`src/rtl/ecc_sector_fix.sv`:
```
module ecc_sector_fix #(
  parameter int SECT_LOG2 = 9,
  parameter int MAX_SECT  = 4
) (
  input  logic                                           clk,
  input  logic                                           rst_n,
  input  logic                                           start,
  input  logic                                           page_mode,
  input  logic [2*(SECT_LOG2+3)*MAX_SECT-1:0]            stored_code,
  input  logic [2*(SECT_LOG2+3)*MAX_SECT-1:0]            calc_code,
  output logic                                           busy,
  output logic                                           sec_valid,
  output logic [$clog2(MAX_SECT)-1:0]                    sec_num,
  output logic [1:0]                                     sec_status,
  output logic [SECT_LOG2+$clog2(MAX_SECT)-1:0]          err_byte,
  output logic [2:0]                                     err_bit,
  output logic                                           done,
  output logic                                           buf_rd_en,
  output logic                                           buf_we,
  output logic [SECT_LOG2+$clog2(MAX_SECT)-1:0]          buf_addr,
  output logic [7:0]                                     buf_wdata,
  input  logic [7:0]                                     buf_rdata
);
  localparam int LOC_W  = SECT_LOG2 + 3;
  localparam int CODE_W = 2 * LOC_W;
  localparam int SEC_W  = $clog2(MAX_SECT);
  localparam int ADDR_W = SECT_LOG2 + SEC_W;
  localparam int BUS_W  = CODE_W * MAX_SECT;
  localparam int WT_W   = $clog2(CODE_W + 1);
  localparam logic [1:0] ST_CLEAN = 2'd0;
  localparam logic [1:0] ST_FIXED = 2'd1;
  localparam logic [1:0] ST_BAD   = 2'd2;

  typedef enum logic [1:0] {S_IDLE, S_EVAL, S_RD, S_WR} state_t;

  state_t              state;
  logic [BUS_W-1:0]    st_q, cc_q;
  logic                page_q;
  logic [SEC_W-1:0]    sec_q;
  logic [CODE_W-1:0]   st_cur, cc_cur, syn;
  logic [WT_W-1:0]     wt;
  logic                erased, is_last;
  logic [1:0]          cls;
  logic                valid_q, done_q;
  logic [1:0]          status_q;
  logic [SEC_W-1:0]    num_q;
  logic [ADDR_W-1:0]   byte_q;
  logic [2:0]          bit_q;

  assign st_cur  = st_q[int'(sec_q)*CODE_W +: CODE_W];
  assign cc_cur  = cc_q[int'(sec_q)*CODE_W +: CODE_W];
  assign syn     = st_cur ^ cc_cur;
  assign erased  = (st_cur == {CODE_W{1'b1}}) && (cc_cur == '0);
  assign is_last = !page_q || (sec_q == SEC_W'(MAX_SECT - 1));

  always_comb begin
    wt = '0;
    for (int i = 0; i < CODE_W; i++) wt = wt + WT_W'(syn[i]);
  end

  always_comb begin
    if (syn == '0 || erased)        cls = ST_CLEAN;
    else if (wt == WT_W'(LOC_W))    cls = ST_FIXED;
    else                            cls = ST_BAD;
  end

  always_ff @(posedge clk) begin
    if (!rst_n) begin
      state    <= S_IDLE;
      st_q     <= '0;
      cc_q     <= '0;
      page_q   <= 1'b0;
      sec_q    <= '0;
      valid_q  <= 1'b0;
      done_q   <= 1'b0;
      status_q <= ST_CLEAN;
      num_q    <= '0;
      byte_q   <= '0;
      bit_q    <= '0;
    end else begin
      valid_q <= 1'b0;
      done_q  <= 1'b0;
      case (state)
        S_IDLE: if (start) begin
          st_q   <= stored_code;
          cc_q   <= calc_code;
          page_q <= page_mode;
          sec_q  <= '0;
          state  <= S_EVAL;
        end
        S_EVAL: begin
          num_q    <= sec_q;
          status_q <= cls;
          if (cls == ST_FIXED) begin
            byte_q <= {sec_q, syn[CODE_W-1:LOC_W+3]};
            bit_q  <= syn[LOC_W+2:LOC_W];
            state  <= S_RD;
          end else begin
            byte_q  <= '0;
            bit_q   <= '0;
            valid_q <= 1'b1;
            if (cls == ST_BAD || is_last) begin
              done_q <= 1'b1;
              state  <= S_IDLE;
            end else begin
              sec_q <= sec_q + SEC_W'(1);
            end
          end
        end
        S_RD: state <= S_WR;
        S_WR: begin
          valid_q <= 1'b1;
          if (is_last) begin
            done_q <= 1'b1;
            state  <= S_IDLE;
          end else begin
            sec_q <= sec_q + SEC_W'(1);
            state <= S_EVAL;
          end
        end
        default: state <= S_IDLE;
      endcase
    end
  end

  assign busy       = (state != S_IDLE);
  assign sec_valid  = valid_q;
  assign done       = done_q;
  assign sec_status = status_q;
  assign sec_num    = num_q;
  assign err_byte   = byte_q;
  assign err_bit    = bit_q;
  assign buf_rd_en  = (state == S_RD);
  assign buf_we     = (state == S_WR);
  assign buf_addr   = byte_q;
  assign buf_wdata  = buf_rdata ^ (8'd1 << bit_q);
endmodule

```
`config.mk`:
```
export PLATFORM = sky130hd
export DESIGN_NAME = ecc_sector_fix
export DESIGN_NICKNAME = d
export VERILOG_FILES = /design/src/rtl/ecc_sector_fix.sv
export SDC_FILE = /design/constraint.sdc
export NUM_CORES = 1
export LEC_CHECK = 0
export CAP_MARGIN = 40
export CORE_ASPECT_RATIO = 0.5
export CORE_MARGIN = 2
export CORE_UTILIZATION = 50
export DETAILED_ROUTE_END_ITERATION = 10
export DONT_BUFFER_PORTS = 1
export GPL_TIMING_DRIVEN = 1
export PLACE_DENSITY = 0.8
export SLEW_MARGIN = 5
export SYNTH_ARGS = -nofsm -noshare
export SYNTH_HDL_FRONTEND = slang
export SYNTH_SLANG_ARGS = --single-unit
```
`constraint.sdc`:
```
create_clock -name clk -period 5.5 [get_ports clk]
set_clock_uncertainty 0.15 [all_clocks]
set_input_delay 0.55 -clock clk [delete_from_list [all_inputs] [get_ports clk]]
set_output_delay 0.55 -clock clk [all_outputs]
set_load 0.05 [all_outputs]
```
==> results_dict.tcl, run 1 <==
set metrics [dict create \
    critical_path_class "flop to flop" \
    vias 7903 \
    start_kind "flop" \
    grt_remaining_overflow 0 \
    synth_edf_count 0 \
    yosys_warnings 0 \
    areaGrowthSynthToFinish_pct 12.6 \
    setup_viol 19 \
    final_common_cell "nand2_1" \
    hpwl_um 21100 \
    ys_ff_latch 217 \
    p_sw_mw 2.27 \
    ys_seq_area_frac 0.418 \
    initial_core_util 0.508 \
    arrival_ps 6200 \
    fp-row-count 37 \
    wl_met3_um 2430 \
    synth_area_leaders "dfxtp_1, nand2_1, a21boi_0" \
    antenna_found_initial 1 \
    finalHoldViolCount 0 \
    power.leakage_nw 4.39 \
    cts_tree "yes" \
    nFillCells 1746 \
    nets 1350 \
    grt_first_pass_wirelength_um 42700 \
    fin_crit_sh 1.07 \
    synthCells 1118 \
    setup_slack_ps -396 \
    ys_async_sr_fraction 0 \
    ios 246 \
    yosysUniqueCellTypes 47 \
    grt_max_degree 220 \
    drc 0 \
    die-area_mm2 0.0220 \
    power.internal_mw 3.75 \
    p_sw_frac 0.377 \
    cts_max_level 1 \
    tightest_slew_ps 789 \
    period_needed_ps 5900 \
    wl_met1_um 13400 \
    clock-root-buffer "clkbuf_16" \
    critPathRequiredTime_ps 5800 \
    clkSinkCount 217 \
    violations "setup timing" \
    numCtsBuffers 20 \
    clock_latency_ps 500 \
    final_area_mm2 0.0117 \
    final_cell_mix "nand2_1, dfxtp_1, a21boi_0" \
    ir_worst_vdd_mv 0.428 \
    drtAntennaViolNets 0 \
    power_mw 6.02 \
    avgSynthCellArea_um2 9.30 \
    chipWidth_um 208 \
    grt_util_all_layers 0.250 \
    maxSlewViolCount 0 \
    core_area_mm2 0.0205 \
    drt-total-wl_um 28000 \
    grt_pass1_vias 7566 \
    status "finished, violations left" \
    ff_latch_area_mm2 0.00435 \
    synth_top_cell_by_area "dfxtp_1" \
    clk_pin_slew_ps 70 \
    hp-class "primary input to flop" \
    max_freq_mhz 170 \
    dpl_cell_area_mm2 0.0109 \
    combPwrFrac 0.439 \
    multiInputGateArea_mm2 0.00557 \
    ys.flop_type "dfxtp_1" \
    p_clk_frac 0.223 \
    portBuffers 0 \
    p_per_area_mw_per_mm2 515 \
    firstDrtPassIters 5 \
    max-cap-violations 0 \
    synth_area_mm2 0.0104 \
    gp_congestion 0.859 \
    top_layer_used "met4" \
    max_slew_margin 0.474 \
    rsz0062_at_grt "true" \
    cp-end-kind "flop" \
    synth_nets 1347 \
    n_antenna_cell 0 \
    final_layout_size_suffix_gt1_frac 0.162 \
    met2_length_um 11700 \
    wl_per_cell_um 19.9 \
    die_h_um 106 \
    crit_fanout 8 \
    power.share.sequential 0.338 \
    clk_path_buf_depth 3 \
    yosys.area.top_type_share 0.418 \
    viasPerCell 5.62 \
    drtIter0Drc 714 \
    ctsHoldBuffers 0 \
]
==> area by class of cell <==
cell class / count / area share
Clock buffer: 29 / 0.0474
Clock inverter: 4 / 0.00385
Inverter: 26 / 0.00834
Multi-Input combinational cell: 778 / 0.476
Sequential cell: 217 / 0.372
Tap cell: 273 / 0.0292
Timing Repair Buffer: 78 / 0.0638
==> cell families (layout without fill, tap and decap cells) <==
group,Yosys count,after routing,share of synthesized area
buffers and inverters,123,137,0.0565
DFF,217,217,0.418
AOI/OAI and AO/OA,221,221,0.163
and+or+nand+nor,448,448,0.179
muxes,50,50,0.107
xor gates and xnor gates,34,34,0.0355
adders and majority gates,25,25,0.0423
==> state kept, by name, summed over array words and instances, names as in the netlist, named ones only <==
| signal | cells |
|---|---|
| buf_addr | 11 |
| sec_status | 2 |
| st_q | 96 |
| state | 1 |
| done | 1 |
| page_q | 1 |
| sec_valid | 1 |
| sec_num | 2 |
| sec_q | 2 |
| err_bit | 3 |
| cc_q | 96 |
==> cell usage after synthesis, types with 7 or more instances <==
master and n:
a32o_1 14, xor2_1 7, dfxtp_1 217, xnor2_1 19, inv_1 24, mux4_2 45
xnor2_2 7, ha_1 8, a21boi_0 196, fa_1 17, nand2_1 400, clkbuf_1 72
buf_4 13, nor2_1 9
==> repair_timing <==
item,CTS,global route
setup endpoints to repair,19,19
setup buffers,4,7
resized for setup,5,13
pin swaps,6,11
gates cloned,0,2
==> per-stage QoR <==
step	setup slack, ps	TNS (ps)	std cells	hold WS, ps	utilization
detailed placement	-455	-7930	1359	306	0.533
floorplan	-273	-3590	1118	289	-
CTS	-344	-5900	1396	13.1	0.565
global placement	-357	-6160	1337	297	0.522
finish	-396	-6620	1405	35.0	0.572
global route	-548	-9650	1405	17.0	0.572
==> final timing paths <==
| check | slack (ps) | to | start | cells after the start |
|---|---|---|---|---|
| max | -400 | buf_addr[5] | sec_q[1] | 16 |
| min | 40 | st_q[1] | stored_code[1] | 2 |
| max reg2reg | -400 | buf_addr[5] | sec_q[1] | 16 |
| min reg2reg | 310 | cc_q[64] | cc_q[64] | 2 |
==> power groups by stage <==
stage               Sequential, mW  Clock [mW]  Combinational [mW]
global route                  2.06        1.43                2.94
detailed placement            2.07           0                2.40
CTS                           2.03        1.37                2.44
global placement              2.09           0                2.25
finish                        2.04        1.34                2.64
floorplan                     1.99           0                1.78
==> worst max-delay path: stages, from the launching register on <==
cell	delay (ps)
dfxtp_4	400
buf_12	130
mux4_2	590
xnor2_4	220
fa_1	480
fa_1	530
fa_1	500
fa_1	490
inv_1	50
fa_1	530
ha_2	190
fa_2	420
or4_4	500
nor2_4	110
and3_4	240
clkbuf_16	160
a32o_1	160
==> per-layer routing <==
| metal | global-route usage | vias to the layer above |
|---|---|---|
| met3 | 0.0827 | 42 |
| met5 | 0 | - |
| met2 | 0.356 | 267 |
| met1 | 0.364 | 3852 |
| met4 | 0.0598 | 0 |
| li1 | - | 3742 |
Note: power is estimated with default switching activity, not from simulation.
==> run 2, diff against run 1 <==
--- a/config.mk
+++ b/config.mk
@@ -12,7 +12,7 @@
 export DETAILED_ROUTE_END_ITERATION = 10
 export DONT_BUFFER_PORTS = 1
 export GPL_TIMING_DRIVEN = 1
-export PLACE_DENSITY = 0.8
+export PLACE_DENSITY = 0.77
 export SLEW_MARGIN = 5
 export SYNTH_ARGS = -nofsm -noshare
 export SYNTH_HDL_FRONTEND = slang
==> run 2 against run 1 <==
  * The flow still finishes with violations (setup timing)
  * Fmax decreased by 0.85%
  * Sequential share of layout area fell by 0.055 points
  * Count of clock-buffer cells in the layout stayed put
  * Die area stayed put
  * Largest power group unchanged
==> results_dict.tcl, run 2 (synthesized netlist as in run 1, its figures left out) <==
set metrics [dict create \
    hpwl_um 20900 \
    ios 246 \
    final_common_cell "nand2_1" \
    cts_tree "yes" \
    whs_path_depth 1 \
    max_stage_delay_ps 560 \
    rr_startpoint "sec_q[0]" \
    max-cap-violations 0 \
    nets 1337 \
    tightest_slew_ps 880 \
    rsz0062_at_grt "true" \
    slowest_stage "fa_1" \
    critical_path_class "flop to flop" \
    firstDrtPassIters 7 \
    n_antenna_cell 0 \
    initial_core_util 0.508 \
    final_layout_size_suffix_gt1_frac 0.157 \
    power.leakage_nw 4.38 \
    die-area_mm2 0.0220 \
    nFillCells 1859 \
    drt-total-wl_um 28100 \
    grt_max_degree 220 \
    drtAntennaViolNets 0 \
    met2_length_um 12500 \
    viasPerCell 5.63 \
    setup_slack_ps -447 \
    reg2reg_depth 17 \
    portBuffers 0 \
    fin_cells 1394 \
    clock-root-buffer "clkbuf_16" \
    finalHoldViolCount 0 \
    dpl.cell_count 1351 \
    max_slew_margin 0.411 \
    setup_viol 19 \
    max_freq_mhz 168 \
    arrival_ps 6230 \
    areaGrowthSynthToFinish_pct 12.7 \
    violations "setup timing" \
    status "finished, violations left" \
    cts_max_level 1 \
    cp-end-kind "flop" \
    chipWidth_um 208 \
    die_h_um 106 \
    numCtsBuffers 20 \
    fin_crit_sh 1.08 \
    r2r_end "buf_addr[7]" \
    crit_fanout 16 \
    fp-row-count 37 \
    drc 0 \
    start_kind "flop" \
    wl_met1_um 13300 \
    period_needed_ps 5950 \
    ctsHoldBuffers 0 \
    crit_path_frequent_cell "fa_1" \
    grt_pass1_vias 7729 \
    grt_first_pass_wirelength_um 43100 \
    final_cell_mix "nand2_1, dfxtp_1, a21boi_0" \
    antenna_found_initial 0 \
    ir_worst_vdd_mv 0.473 \
    core_area_mm2 0.0205 \
    p_per_area_mw_per_mm2 522 \
    grt_remaining_overflow 0 \
    wl_per_cell_um 20.1 \
    hold_ws_ps 33.3 \
    vias 7845 \
    r2r_slack_ps -450 \
    clk_pin_slew_ps 70 \
    maxSlewViolCount 0 \
    power_mw 6.12 \
    grt_util_all_layers 0.251 \
    hp-class "primary input to flop" \
    wl_met3_um 1760 \
    clkSinkCount 217 \
    hp-start "rst_n" \
    clock_latency_ps 500 \
    gp_congestion 0.835 \
    critPathRequiredTime_ps 5780 \
    top_layer_used "met4" \
    clk_path_buf_depth 3 \
    critical_path.cell_chain "buf_12, buf_12, mux4_2, xnor2_2, fa_1, fa_1, fa_1, fa_1, inv_2, fa_1, ha_2, fa_1, or4_4, nor2_4, and3_4, buf_12, a32o_1" \
    drtIter0Drc 684 \
]
## run 2: changes by cell type in the layout (fill, tap and decap cells not counted), sizes merged
cell	change
bufinv	+1
clkbuf	-2
inv	+1
clkinv	-1
clkinvlp	+1
buf	-11
## run 2: timing repair
item                                    CTS  global route
hold endpoints to repair                  0             0
gates resized for setup                   6             5
endpoints found under the setup margin   19            19
pin swaps                                 3             6
setup buffers                             6             1
## run 2: layout make-up
class | instances | area (µm²) | area share
clock inverters | 6 | 86.3 | 0.00736
repair buffers | 65 | 687 | 0.0586
well taps | 273 | 342 | 0.0291
multi-input cells | 778 | 5570 | 0.475
inverters | 26 | 97.6 | 0.00832
flip-flops and latches | 217 | 4350 | 0.371
clock buffers | 29 | 596 | 0.0508
## run 2: how the worst max path moves through the flow
stage                     startpoint          end  depth (start not counted)
after floorplan             sec_q[0]  buf_addr[2]                         18
after global placement      sec_q[0]  buf_addr[7]                         16
after detailed placement    sec_q[0]  buf_addr[7]                         16
after CTS                   sec_q[0]   err_bit[0]                         17
after global routing        sec_q[0]  buf_addr[1]                         17
final                       sec_q[0]  buf_addr[7]                         17
## run 2: routing by layer
| layer | vias to the layer above | global-route usage |
|---|---|---|
| met4 | 0 | 0.0578 |
| met1 | 3838 | 0.357 |
| met3 | 39 | 0.0523 |
| met2 | 249 | 0.395 |
| met5 | - | 0 |
| li1 | 3719 | - |
## run 2: critical path, delay by kind of cell (launching register included)
kind	cells	cell delay, ps
and+or+nand+nor	3	810
xor gates and xnor gates	1	170
muxes	1	540
AOI/OAI and AO/OA	1	170
buffers and inverters	4	450
adders and majority gates	7	3210
DFF	1	370
## run 2: report_power, final
group	switching [mW]	total [mW]	internal, mW
combinational	1.49	2.65	1.16
sequential	0.211	2.02	1.81
clock	0.601	1.45	0.849
total	2.30	6.12	3.82
## run 2: through the flow
step / area (µm²) / setup TNS (ps) / utilization / worst slack [ps]
final: 11700 / -8050 / 0.573 / -447
after global routing: 11700 / -10820 / 0.573 / -591
after CTS: 11700 / -7270 / 0.572 / -410
after detailed placement: 10900 / -8790 / 0.533 / -506
after global placement: 10700 / -6700 / 0.522 / -384
after floorplan: 10500 / -3590 / - / -273
==> run 3, diff against run 2 <==
--- a/config.mk
+++ b/config.mk
@@ -6,7 +6,6 @@
 export NUM_CORES = 1
 export LEC_CHECK = 0
 export CAP_MARGIN = 40
-export CORE_ASPECT_RATIO = 0.5
 export CORE_MARGIN = 2
 export CORE_UTILIZATION = 50
 export DETAILED_ROUTE_END_ITERATION = 10
==> run 3 against run 2 <==
  * The run still ends with setup timing left
  * Register-to-register slack improved by 30 ps
  * Sequential power about the same
  * First-iteration DRC count down 11%
  * Global-route usage down 0.83 points
  * Core utilization increased by 1.8 points
  * Critical path type unchanged
  * Highest routed layer unchanged
==> results_dict.tcl, run 3 (synthesized netlist as in run 1, its figures left out) <==
set metrics [dict create \
    status "finished, violations left" \
    violations "setup timing" \
    clock-root-buffer "clkbuf_16" \
    setup_viol 19 \
    max-cap-violations 0 \
    nFillCells 1706 \
    drtIter0Drc 606 \
    chipWidth_um 148 \
    viasPerCell 5.50 \
    portBuffers 0 \
    cts_tree "yes" \
    power.leakage_nw 4.54 \
    die-area_mm2 0.0220 \
    drtAntennaViolNets 0 \
    p_clk_frac 0.259 \
    gp_congestion 0.893 \
    cp-end-kind "flop" \
    critPathRequiredTime_ps 5810 \
    die_h_um 148 \
    cp-startpoint "sec_q[0]" \
    clkSinkCount 217 \
    p_sw_frac 0.369 \
    reg2reg_depth 16 \
    grt_util_all_layers 0.243 \
    p_per_area_mw_per_mm2 538 \
    numCtsBuffers 24 \
    r2r_slack_ps -420 \
    initial_core_util 0.512 \
    fp-row-count 52 \
    power.internal_mw 4.07 \
    drt-total-wl_um 26900 \
    dpl.cell_count 1355 \
    firstDrtPassIters 5 \
    final_common_cell "nand2_1" \
    n_antenna_cell 0 \
    final_cell_mix "nand2_1, dfxtp_1, a21boi_0" \
    arrival_ps 6220 \
    clk_pin_slew_ps 60 \
    dp_slack_ps -468 \
    rr_startpoint "sec_q[0]" \
    r2r_end "buf_addr[2]" \
    grt_max_degree 220 \
    grt_first_pass_wirelength_um 41700 \
    p_sw_mw 2.38 \
    antenna_found_initial 0 \
    setup_slack_ps -417 \
    clk_path_buf_depth 3 \
    ios 246 \
    vias 7810 \
    hpwl_um 20000 \
    combPwrFrac 0.427 \
    crit_fanout 8 \
    drc 0 \
    maxSlewViolCount 0 \
    cts_max_level 1 \
    grt_remaining_overflow 0 \
    nets 1360 \
    critical_path_class "flop to flop" \
    rsz0062_at_grt "true" \
    core_area_mm2 0.0203 \
    final_layout_size_suffix_gt1_frac 0.178 \
    grt_pass1_vias 7814 \
    hp-class "primary input to flop" \
    clock_latency_ps 530 \
    hold_ws_ps 14.3 \
    fin_cells 1419 \
    finalHoldViolCount 0 \
    start_kind "flop" \
    multiInputGateArea_mm2 0.00558 \
    max_freq_mhz 169 \
    fin_crit_sh 1.08 \
    finalSetupTns_ps -7260 \
    crit_path_end "buf_addr[2]" \
    period_needed_ps 5920 \
    wl_per_cell_um 19.0 \
    max_slew_margin 0.411 \
    power.share.sequential 0.314 \
    areaGrowthSynthToFinish_pct 15.3 \
    ff_latch_area_mm2 0.00435 \
    tightest_slew_ps 883 \
    ir_worst_vdd_mv 0.506 \
]
## run 3: layout make-up
class | count | share of cell area
sequential | 217 | 0.363
clock inverter | 8 | 0.00960
timing repair buffer | 84 | 0.0652
multi-input combinational | 778 | 0.466
tap | 270 | 0.0282
inverter | 26 | 0.00814
clock buffer | 36 | 0.0605
## run 3: power groups by stage
stage / Combinational, mW / Clock, mW / Sequential [mW]
finish: 2.76 / 1.67 / 2.03
detailed placement: 2.41 / 0 / 2.06
global route: 3.05 / 1.76 / 2.05
CTS: 2.48 / 1.69 / 2.03
floorplan: 1.78 / 0 / 1.99
global placement: 2.22 / 0 / 2.07
## run 3: metrics by stage
step                      area [µm²]  power (mW)   util
after floorplan                10500        3.78      -
after global placement         10700        4.29  0.526
after detailed placement       10900        4.47  0.537
after CTS                      11900        6.20  0.585
after global routing           12000        6.86  0.591
final                          12000        6.45  0.591
## run 3: worst min path at each step
stage	slack, ps	end	cells past startpoint	start
floorplan	290	cc_q[28]	2	cc_q[28]
global route	-3	flop	1	rst_n
finish	10	cc_q[51]	2	calc_code[51]
CTS	0.9	cc_q[26]	2	calc_code[26]
detailed placement	300	cc_q[58]	2	cc_q[58]
global placement	300	cc_q[83]	2	cc_q[83]
## run 3: critical path: stages, from the launching register on
cell,delay [ps]
dfxtp_4,440
buf_8,150
mux4_1,620
xnor2_2,190
fa_1,510
fa_2,550
fa_1,420
fa_1,510
inv_2,40
fa_1,510
ha_2,190
fa_2,440
or4_4,500
nor2_4,100
and3_4,220
clkbuf_16,150
a32o_1,150
## run 3: per-layer routing
metal,share of wire,vias up,GRT usage
li1,-,3767,-
met3,0.067,77,0.0433
met2,0.48,270,0.412
met4,0.048,0,0.112
met1,0.40,3696,0.302
met5,0,-,0
## run 3: what timing repair did
item,in CTS,in global routing
endpoints found under the setup margin,19,19
hold endpoints to repair,3,0
gates cloned,0,1
gates resized for setup,9,10
setup buffers,11,6
hold buffers,3,0
pin swaps,8,14
